[config.mk]
export PLATFORM = sky130hd
export DESIGN_NAME = rtc_tod
export DESIGN_NICKNAME = d
export VERILOG_FILES = /design/src/rtl/rtc_tod.sv
export SDC_FILE = /design/constraint.sdc
export NUM_CORES = 1
export LEC_CHECK = 0
export ABC_AREA = 1
export BUFFER_PORTS_ARGS = -buffer_cell sky130_fd_sc_hd__buf_2
export CAP_MARGIN = 30
export CORE_MARGIN = 2
export CORE_UTILIZATION = 43
export CTS_CLUSTER_SIZE = 24
export DETAILED_ROUTE_END_ITERATION = 8
export GPL_ROUTABILITY_DRIVEN = 0
export GPL_TIMING_DRIVEN = 0
export MAX_ROUTING_LAYER = met4
export SLEW_MARGIN = 10
export SYNTH_ARGS = -nofsm -noshare
export SYNTH_HDL_FRONTEND = slang
export SYNTH_SLANG_ARGS = --single-unit
export TNS_END_PERCENT = 10
[constraint.sdc]
create_clock -name clk -period 3.4 [get_ports clk]
set_input_delay 0.68 -clock clk [delete_from_list [all_inputs] [get_ports clk]]
set_output_delay 0.68 -clock clk [all_outputs]
set_load 0.02 [all_outputs]
[src/rtl/rtc_tod.sv]
module rtc_tod #(
  parameter int PRE_W  = 21,
  parameter int DATA_W = 32
) (
  input  logic              clk,
  input  logic              rst_n,
  input  logic              wr_en,
  input  logic [1:0]        wr_addr,
  input  logic [DATA_W-1:0] wr_data,
  input  logic [1:0]        rd_addr,
  output logic [DATA_W-1:0] rd_data,
  output logic [4:0]        hours,
  output logic [5:0]        minutes,
  output logic [5:0]        seconds,
  output logic              run,
  output logic [2:0]        flags
);
  localparam logic [1:0] A_CTRL = 2'd0, A_RELOAD = 2'd1, A_TIME = 2'd2, A_FLAG = 2'd3;
  localparam logic [5:0] LAST_MS = 6'd59;
  localparam logic [4:0] LAST_H  = 5'd23;

  logic             start, upd, st_q;
  logic [PRE_W-1:0] reload, cnt;
  logic [4:0]       hold_h;
  logic [5:0]       hold_m, hold_s;

  wire ctrl_wr   = wr_en && wr_addr == A_CTRL;
  wire reload_wr = wr_en && wr_addr == A_RELOAD;
  wire time_wr   = wr_en && wr_addr == A_TIME;
  wire flag_wr   = wr_en && wr_addr == A_FLAG;

  wire counting  = (start || run) && (reload != '0);
  wire at_zero   = cnt == '0;
  wire at_half   = cnt == (reload >> 1);
  wire tick      = run && counting && at_zero;
  wire run_up    = start && !run && counting && at_half;
  wire run_dn    = run && !start && !st_q;
  wire s_wrap    = seconds == LAST_MS;
  wire m_wrap    = minutes == LAST_MS;
  wire h_wrap    = hours == LAST_H;
  wire load_time = run_up || (tick && upd);
  wire min_carry = tick && !upd && s_wrap;
  wire hr_carry  = min_carry && m_wrap;

  logic unused_bits;
  assign unused_bits = ^wr_data;

  always_ff @(posedge clk or negedge rst_n) begin
    if (!rst_n) begin
      start <= 1'b0; upd <= 1'b0; st_q <= 1'b0; run <= 1'b0;
      reload <= '0; cnt <= '0;
      hold_h <= '0; hold_m <= '0; hold_s <= '0;
      hours <= '0; minutes <= '0; seconds <= '0;
      flags <= '0;
    end else begin
      st_q <= start;
      if (ctrl_wr)   start  <= wr_data[0];
      if (reload_wr) reload <= wr_data[PRE_W-1:0];
      if (time_wr) begin
        hold_s <= wr_data[5:0];
        hold_m <= wr_data[13:8];
        hold_h <= wr_data[20:16];
      end

      if (!counting || at_zero) cnt <= reload;
      else                      cnt <= cnt - 1'b1;

      if (run_dn)      run <= 1'b0;
      else if (run_up) run <= 1'b1;

      if (load_time) begin
        seconds <= hold_s; minutes <= hold_m; hours <= hold_h;
      end else if (tick) begin
        seconds <= s_wrap ? '0 : seconds + 1'b1;
        if (s_wrap) minutes <= m_wrap ? '0 : minutes + 1'b1;
        if (s_wrap && m_wrap) hours <= h_wrap ? '0 : hours + 1'b1;
      end

      if (tick && upd) upd <= 1'b0;
      else if (ctrl_wr && wr_data[1] && !s_wrap) upd <= 1'b1;

      flags <= (flag_wr ? (flags & wr_data[2:0]) : flags) | {hr_carry, min_carry, tick};
    end
  end

  always_comb begin
    case (rd_addr)
      A_CTRL:   rd_data = DATA_W'({run, upd, start});
      A_RELOAD: rd_data = DATA_W'(reload);
      A_TIME:   rd_data = DATA_W'({hours, 2'b00, minutes, 2'b00, seconds});
      default:  rd_data = DATA_W'(flags);
    endcase
  end

  assert_stall_R2: assert property (@(posedge clk) disable iff (!rst_n)
    (reload == '0) |=> ($stable(seconds) && $stable(minutes) && $stable(hours)));
  assert_flag_set_R3: assert property (@(posedge clk) disable iff (!rst_n)
    tick |=> flags[0]);
  assert_flag_keep_R11: assert property (@(posedge clk) disable iff (!rst_n)
    !flag_wr |=> ((flags & $past(flags)) == $past(flags)));
  assert_refuse_R5: assert property (@(posedge clk) disable iff (!rst_n)
    (ctrl_wr && wr_data[1] && s_wrap && !upd) |=> !upd);
  assert_rise_load_R6: assert property (@(posedge clk) disable iff (!rst_n)
    $rose(run) |-> (seconds == $past(hold_s) && minutes == $past(hold_m) && hours == $past(hold_h)));
  assert_run_fall_R7: assert property (@(posedge clk) disable iff (!rst_n)
    (run && !start && !st_q) |=> !run);
  assert_range_R10: assert property (@(posedge clk) disable iff (!rst_n)
    (tick && !upd && seconds < LAST_MS) |=> (seconds == $past(seconds) + 6'd1));
endmodule

-- Word-level counts from Yosys, hierarchy flattened
Index checks and enable logic that the tools add are counted.
- add/sub/neg operators: 4
- $mul: 0
- divide/modulo/power cells: 0
- magnitude comparators: 0
- eq/ne operators: 9
- shift operators: 0
- multiplexer cells: 18
- bitwise gates (word level): 2
- reduce and logical (&&, ||, !) cells: 39
- operators with widths (cell ; number):
    $pmux 21 s3 ; 1
    $mux 6 ; 7
    $eq 21x20->1 ; 1
    $logic_not 21->1 ; 1
    $mux 21 ; 1
    $reduce_bool 21->1 ; 1
    $sub 21x1->21 const B ; 1
    $mux 5 ; 4
    $logic_and 1x1->1 ; 19
    $add 6x1->6 const B ; 2
    $eq 6x6->1 const B ; 2
    $reduce_bool 2->1 ; 5
    $eq 2x2->1 const B ; 3
    $logic_not 1->1 ; 6
    $add 5x1->5 const B ; 1
    $eq 5x5->1 const B ; 1
    $eq 2x1->1 const B ; 2
    $logic_not 2->1 ; 2
    $mux 1 ; 4
    $reduce_and 2->1 ; 2
    $and 3x3->3 ; 1
    $logic_or 1x1->1 ; 3
    $mux 3 ; 1
    $or 3x3->3 ; 1
- bits in registers: 83
- latch bits: 0
- memory bits (writable): 0
- bits in read-only memories: 0
- logic and storage cells: 85
- memories: 0

-- Depth between registers and ports, before layout
Gate-level depths: netlist of the first run.
- depth in word-level cells: 8
- mapped depth: 15
- depth with buffers taken out: 14

-- Least setup slack after synthesis of the first run
Ideal clock, no wire load.
- path kind: input-to-output
- start point: input port rd_addr[1]
- end point: output port rd_data[3]
- arrival: 1.747 ns
- setup slack: 0.973 ns
- stages on the path: 5
- buffers on the path: 1
- cell sequence: inv_1 -> nor2_1 -> inv_1 -> clkbuf_1 -> o21ai_0
- cells in the longest elaborated chain, start to end: 2
- elaborated cells on any way between the ends: 4
- RTL lines (what ; line ; RTL):
    start, declared ; 10 ; input logic [1:0] rd_addr,
    $eq 2x2->1 (tied with other cells) ; 87 ; case (rd_addr)
    $pmux 21 s3 * ; 87 ;
    end, declared ; 11 ; output logic [DATA_W-1:0] rd_data,
Mark *: on every way between the ends. The rest lies on a longest branch, timed or not.

-- Worst setup path in the final report of the first run
- start point: input port rd_addr[1]
- end point: output port rd_data[20]
Same word-level chain as after synthesis.

==> impl_metrics.py, run 1 <==
metrics = {
    "detailed_routing": {
        "vias": 5244,
        "avgRoutedWirePerCell_um": 15.9,
        "routed_wl_um": 16200,
        "drt_first_pass_iters": 5,
        "detail-route-antenna-nets": 0,
        "vias_per_cell": 5.13,
        "drcViolationCount": 0,
        "drt_iter0_markers": 433,
    },
    "clock_network": {
        "cts_tree": "built",
        "root_buffer": "clkbuf_16",
        "hold_buffers": 0,
        "cts_buffers": 9,
        "cts_resized": 0,
        "worstSkewPairLatency_ns": 0.35,
        "clkTransAtPathRegs_ns": 0.06,
        "cts-htree-levels": 3,
        "clock_path_buffers": 2,
        "postCtsSetupBuffers": 0,
        "clock-sinks": 83,
    },
    "worst_setup_path": {
        "arrival_ns": 2.19,
        "worstPathBufferInverterCount": 5,
        "crit_path_end_kind": "output port",
        "path_delay_family": "buffers and inverters",
        "critPathMaxStageDelay_ns": 0.45,
        "critPathKind": "primary input to output port",
        "worst-endpoint-required_ns": 2.72,
        "startpoint_type": "primary input",
        "critical-path-slowest-cell": "nor2_1",
        "path_cells": "buf_2 -> inv_1 -> nor2_1 -> inv_1 -> clkbuf_1 -> o22ai_1 -> buf_2",
        "worstPathMaxFanout": 10,
    },
    "timing": {
        "setup_tns_ns": 0,
        "slew_headroom_pct": 56.7,
        "tightest_slew_ns": 0.650,
        "max_freq_ghz": 0.349,
        "rsz0062_at_grt": "no",
        "period_share_pct": 84.4,
        "fin_skew_ns": 0.00541,
        "slew_violations": 0,
        "layout_min_cycle_time_ns": 2.87,
        "finalHoldViolations": 0,
        "worst_slack_ns": 0.532,
        "setup_viol": 0,
    },
    "placed_design": {
        "post-dp-hpwl_um": 12800,
        "portBuffers": 69,
        "place_area_um2": 6020,
        "dp.cells": 1007,
        "place_ws_ns": 0.649,
    },
    "power": {
        "pwr-share-clk_pct": 32.4,
        "power.switching_mw": 1.22,
        "switching_share_pct": 36.7,
        "power.density_nw_per_um2": 525,
        "p_int_mw": 2.11,
        "seq_power_share_pct": 40.0,
        "power.leakage_nw": 3.40,
        "power_mw": 3.33,
        "ir_drop_mv": 0.246,
        "power_frac_comb_pct": 27.7,
    },
    "global_routing": {
        "antenna_found_initial": 0,
        "grt_max_degree": 53,
        "track_usage_pct": 26.3,
        "grt_pass1_wl_um": 26100,
        "first_global_vias": 4981,
        "overflow": 0,
    },
    "floorplan": {
        "core-area_um2": 12100,
        "io_pins": 92,
        "die_height_um": 116,
        "rows": 40,
        "design.die.area_um2": 13500,
        "initial_core_util_pct": 44.5,
        "die-width_um": 116,
    },
    "synthesis": {
        "yosysSeqAreaShare_pct": 38.5,
        "avgSynthCellArea_um2": 7.10,
        "yosysWarnings": 0,
        "synthCells": 759,
        "synthDistinctLibCells": 37,
        "synth-edff-count": 0,
        "ys_ff_latch": 83,
        "synthArstFlopShare_pct": 100,
        "synth_ff_type": "dfrtp_1",
        "syn-cell-area_um2": 5390,
    },
    "min_path": {
        "hold_path.class": "primary input to async pin",
    },
    "finish": {
        "stdcell_area_um2": 6330,
        "drive_gt1_share_pct": 19.9,
        "area_growth_pct": 17.4,
        "mostFrequentLayoutCell": "nand2_1",
        "antenna_cells": 0,
        "layout_common_cells": "232 x nand2_1, 92 x inv_1, 83 x dfrtp_1",
        "nets": 894,
        "fin_cells": 1022,
    },
    "status": {
        "status": "completed",
    },
    "run": {
        "max-cap-violations": 0,
    },
}
-- registers in the layout (all words and copies together), names as in the netlist --
signal and flops:
cnt 21, flags 3, hold_h 5, hold_m 6
hold_s 6, hours 5, minutes 6, reload 21
run 1, seconds 6, st_q 1, start 1
upd 1
-- metrics by stage --
step	hold slack [ns]	utilization [%]
6_report	0.272	52.3
5_1_grt	0.313	52.3
4_1_cts	0.285	52.3
3_5_place_dp	0.477	49.7
3_3_place_gp	0.473	49.4
2_1_floorplan	0.384	-
-- cell type report --
cell class,instances,area [um2]
Fill cell,1210,5780
Clock inverter,4,75.1
Timing Repair Buffer,70,375
Tap cell,168,210
Inverter,109,412
Sequential cell,83,2080
Clock buffer,11,243
Buffer,31,216
Multi-Input combinational cell,546,2730
-- cells in the mapped netlist, types with 2 or more instances --
master / count / area share (%)
a21oi_1: 14 / 1.3
a22oi_1: 2 / 0.28
buf_2: 4 / 0.37
buf_4: 12 / 1.7
buf_6: 3 / 0.63
clkbuf_1: 10 / 0.70
clkinv_2: 2 / 0.19
dfrtp_1: 83 / 39
ha_1: 5 / 1.2
inv_1: 92 / 6.4
inv_2: 14 / 0.97
nand2_1: 232 / 16
nand2_2: 11 / 1.3
nand2_4: 3 / 0.63
nand3_1: 37 / 3.4
nand3_2: 15 / 2.8
nand4_1: 7 / 0.81
nand4_4: 2 / 0.79
nor2_1: 68 / 4.7
nor2_2: 8 / 0.93
nor2_4: 4 / 0.84
nor3_1: 9 / 0.84
nor3_4: 2 / 0.60
o2111ai_1: 6 / 0.97
o211ai_2: 2 / 0.46
o21ai_0: 74 / 6.9
o21ai_1: 3 / 0.28
o22ai_1: 10 / 1.2
xnor2_1: 4 / 0.65
xor2_1: 14 / 2.3
-- path summary, 6_finish.rpt --
kind | start | end | slack (ns) | cells after the start
worst max-delay path | rd_addr[1] | rd_data[20] | 0.53 | 7
worst min-delay path | rst_n | cnt[11]$_DFF_PN0_ | 0.27 | 1
worst max register to register | reload[8]$_DFFE_PN0P_ | minutes[0]$_DFFE_PN0P_ | 1.36 | 10
worst min register to register | hold_h[4]$_DFFE_PN0P_ | hold_h[4]$_DFFE_PN0P_ | 0.49 | 2
max in group asynchronous | rst_n | minutes[5]$_DFFE_PN0P_ | 2.51 | 2
min in group clk | hold_h[4]$_DFFE_PN0P_ | hold_h[4]$_DFFE_PN0P_ | 0.49 | 2
-- kinds of logic after synthesis --
kind of cell / share of synthesized area [%]
AND/OR/NAND/NOR: 34.2
buffers and inverters: 11.6
AO/OA/AOI/OAI: 11.4
flip-flops: 38.5
XOR/XNOR: 2.92
adder cells (fa/ha/maj): 1.16
other: 0.0695
-- layer usage --
metal	vias to the layer above	share of wire [%]	GRT usage [%]
li1	2563	-	-
met1	2484	47	36.3
met2	177	45	40.3
met3	20	6.1	3.61
met4	0	2.0	8.25
met5	-	0	-
-- power groups by stage --
stage | clock network [mW] | registers, mW | logic (mW)
after floorplan | 0 | 1.29 | 0.675
after global placement | 0 | 1.34 | 0.888
after detailed placement | 0 | 1.34 | 0.908
after CTS | 1.08 | 1.33 | 0.912
after global routing | 1.12 | 1.35 | 1.04
final | 1.08 | 1.33 | 0.921
Note: power is estimated with default switching activity, not from simulation.
==> inputs of run 2 (changes only) <==
Settings changed: PLACE_DENSITY set to 0.66.
Clock period 3.4 ns to 2.4 ns, I/O delays scaled along.
==> run 2 against run 1 <==
Effect of this change: clock power is 29% higher; routed wire length is 3.9% lower; die area stayed put; global-route usage is 1.2 points lower; worst hold slack worse by 0.25 ns; total power is 37% higher; worst setup slack worse by 0.31 ns; register-to-register slack worse by 1.0 ns; final area is 0.43% lower; count of clock-buffer cells in the layout stayed put; via count is 1.7% lower; critical path type unchanged; critical endpoint is now rd_data[3]; largest cell class unchanged.
==> impl_metrics.py, run 2 (synthesis results as in run 1) <==
metrics = {
    "status": {
        "status": "completed",
    },
    "floorplan": {
        "rows": 40,
        "die_height_um": 116,
        "io_pins": 92,
        "core-area_um2": 12100,
        "design.die.area_um2": 13500,
        "initial_core_util_pct": 44.5,
        "die-width_um": 116,
    },
    "global_routing": {
        "first_global_vias": 4768,
        "grt_max_degree": 60,
        "top_usage_layer": "met2",
        "met1_usage_pct": 35.4,
        "antenna_found_initial": 0,
        "overflow": 0,
        "gr-usage-met2_pct": 36.3,
        "grt_pass1_wl_um": 24600,
        "met3_usage_pct": 5.81,
        "track_usage_pct": 25.2,
    },
    "finish": {
        "fillCellCount": 1254,
        "layout_common_cells": "232 x nand2_1, 92 x inv_1, 83 x dfrtp_1",
        "antenna_cells": 0,
        "top_regs": "cnt: 21 flops, reload: 21 flops",
        "post-route-util_pct": 52.1,
        "area_growth_pct": 16.9,
        "fin_cells": 1021,
        "mostFrequentLayoutCell": "nand2_1",
        "nets": 894,
        "drive_gt1_share_pct": 19.9,
    },
    "worst_setup_path": {
        "path_cells": "buf_2 -> inv_1 -> nor2_4 -> inv_1 -> clkbuf_1 -> o21ai_0 -> buf_2",
        "reg2regPathDepth": 10,
        "ff2ff_setup_slack_ns": 0.35,
        "startpoint_type": "primary input",
        "worstPathMaxFanout": 10,
        "critPathMaxStageDelay_ns": 0.29,
        "worst-endpoint-required_ns": 1.92,
        "critical-path-slowest-cell": "o21ai_0",
        "critPathKind": "primary input to output port",
        "rr_startpoint": "reload[8]$_DFFE_PN0P_",
        "crit_path_end_kind": "output port",
        "arrival_ns": 1.70,
        "r2r-end": "minutes[3]$_DFFE_PN0P_",
    },
    "timing": {
        "setup_viol": 0,
        "slew_violations": 0,
        "tightest_slew_ns": 0.648,
        "period_share_pct": 90.9,
        "max_freq_ghz": 0.458,
        "setup_tns_ns": 0,
        "rsz0062_at_grt": "no",
        "layout_min_cycle_time_ns": 2.18,
        "fin_skew_ns": 0.0114,
        "slew_headroom_pct": 56.8,
        "finalHoldViolations": 0,
    },
    "clock_network": {
        "cts_tree": "built",
        "hold_buffers": 0,
        "clock_path_buffers": 2,
        "clkTransAtPathRegs_ns": 0.06,
        "cts_buffers": 9,
        "cts-htree-levels": 3,
        "worstSkewPairLatency_ns": 0.36,
        "clock-sinks": 83,
        "root_buffer": "clkbuf_16",
    },
    "power": {
        "ir_drop_mv": 0.531,
        "power.density_nw_per_um2": 723,
        "power.leakage_nw": 3.39,
        "power_mw": 4.56,
    },
    "placed_design": {
        "portBuffers": 69,
        "dp.cells": 1007,
        "post-dp-hpwl_um": 12200,
    },
    "detailed_routing": {
        "drt_first_pass_iters": 5,
        "drt_iter0_markers": 494,
        "vias": 5154,
        "routed_wl_um": 15600,
        "avgRoutedWirePerCell_um": 15.3,
        "drcViolationCount": 0,
        "detail-route-antenna-nets": 0,
        "vias_per_cell": 5.05,
    },
    "min_path": {
        "hold_path.class": "primary input to async pin",
    },
    "run": {
        "max-cap-violations": 0,
    },
}
run 2: cell count changes in the layout (fill, tap and decap cells not counted):
| cell | delta |
|---|---|
| bufinv_16 | -1 |
| clkinv_2 | +2 |
| clkinvlp_4 | -2 |
| nor2_1 | -1 |
| nor2_4 | +1 |
run 2: area by class of cell:
| type | count | area, um2 | share of cell area [%] |
|---|---|---|---|
| plain buffers | 31 | 216 | 3.43 |
| clock buffers | 11 | 243 | 3.85 |
| repair buffers | 70 | 375 | 5.95 |
| well taps | 168 | 210 | 3.33 |
| multi-input cells | 546 | 2730 | 43.3 |
| clock inverters | 3 | 40.0 | 0.635 |
| inverters | 109 | 412 | 6.53 |
| flip-flops and latches | 83 | 2080 | 32.9 |
run 2: metrics by stage:
step	setup slack, ns	instance area [um2]	hold slack [ns]
5_1_grt	0.119	6310	0.0533
2_1_floorplan	0.373	5430	0.184
3_5_place_dp	0.0328	6020	0.416
4_1_cts	0.0187	6300	0.0342
3_3_place_gp	-0.00741	5990	0.471
6_report	0.218	6310	0.0262
run 2: worst max-delay path by stage:
stage,startpoint,to,cells after the start
after floorplan,rd_addr[1],rd_data[3],5
after global placement,rd_addr[1],rd_data[3],7
after detailed placement,rd_addr[1],rd_data[20],7
after CTS,rd_addr[1],rd_data[3],7
after global routing,rd_addr[1],rd_data[20],7
final,rd_addr[1],rd_data[3],7
run 2: power breakdown:
group | switching [mW] | total [mW] | internal [mW]
combinational | 0.849 | 1.29 | 0.438
clock | 0.571 | 1.39 | 0.819
sequential | 0.272 | 1.88 | 1.61
total | 1.69 | 4.56 | 2.87
run 2: per-layer routing:
layer  wire [um]  share of wire [%]
met2        6700                 43
met3        1110                7.1
met5           0                  0
met1        7470                 48
met4         320                2.1
run 2: what timing repair did:
| item | 4_1_cts | 5_1_grt |
|---|---|---|
| gates resized for setup | 0 | 2 |
| setup endpoints to repair | 0 | 10 |
| buffers inserted | 0 | 0 |
run 2: worst max-delay path: cells and delay by family:
family          cells  cell delay (ns)
simple gates        1             0.19
compound gates      1             0.29
buf+inv             5             0.74
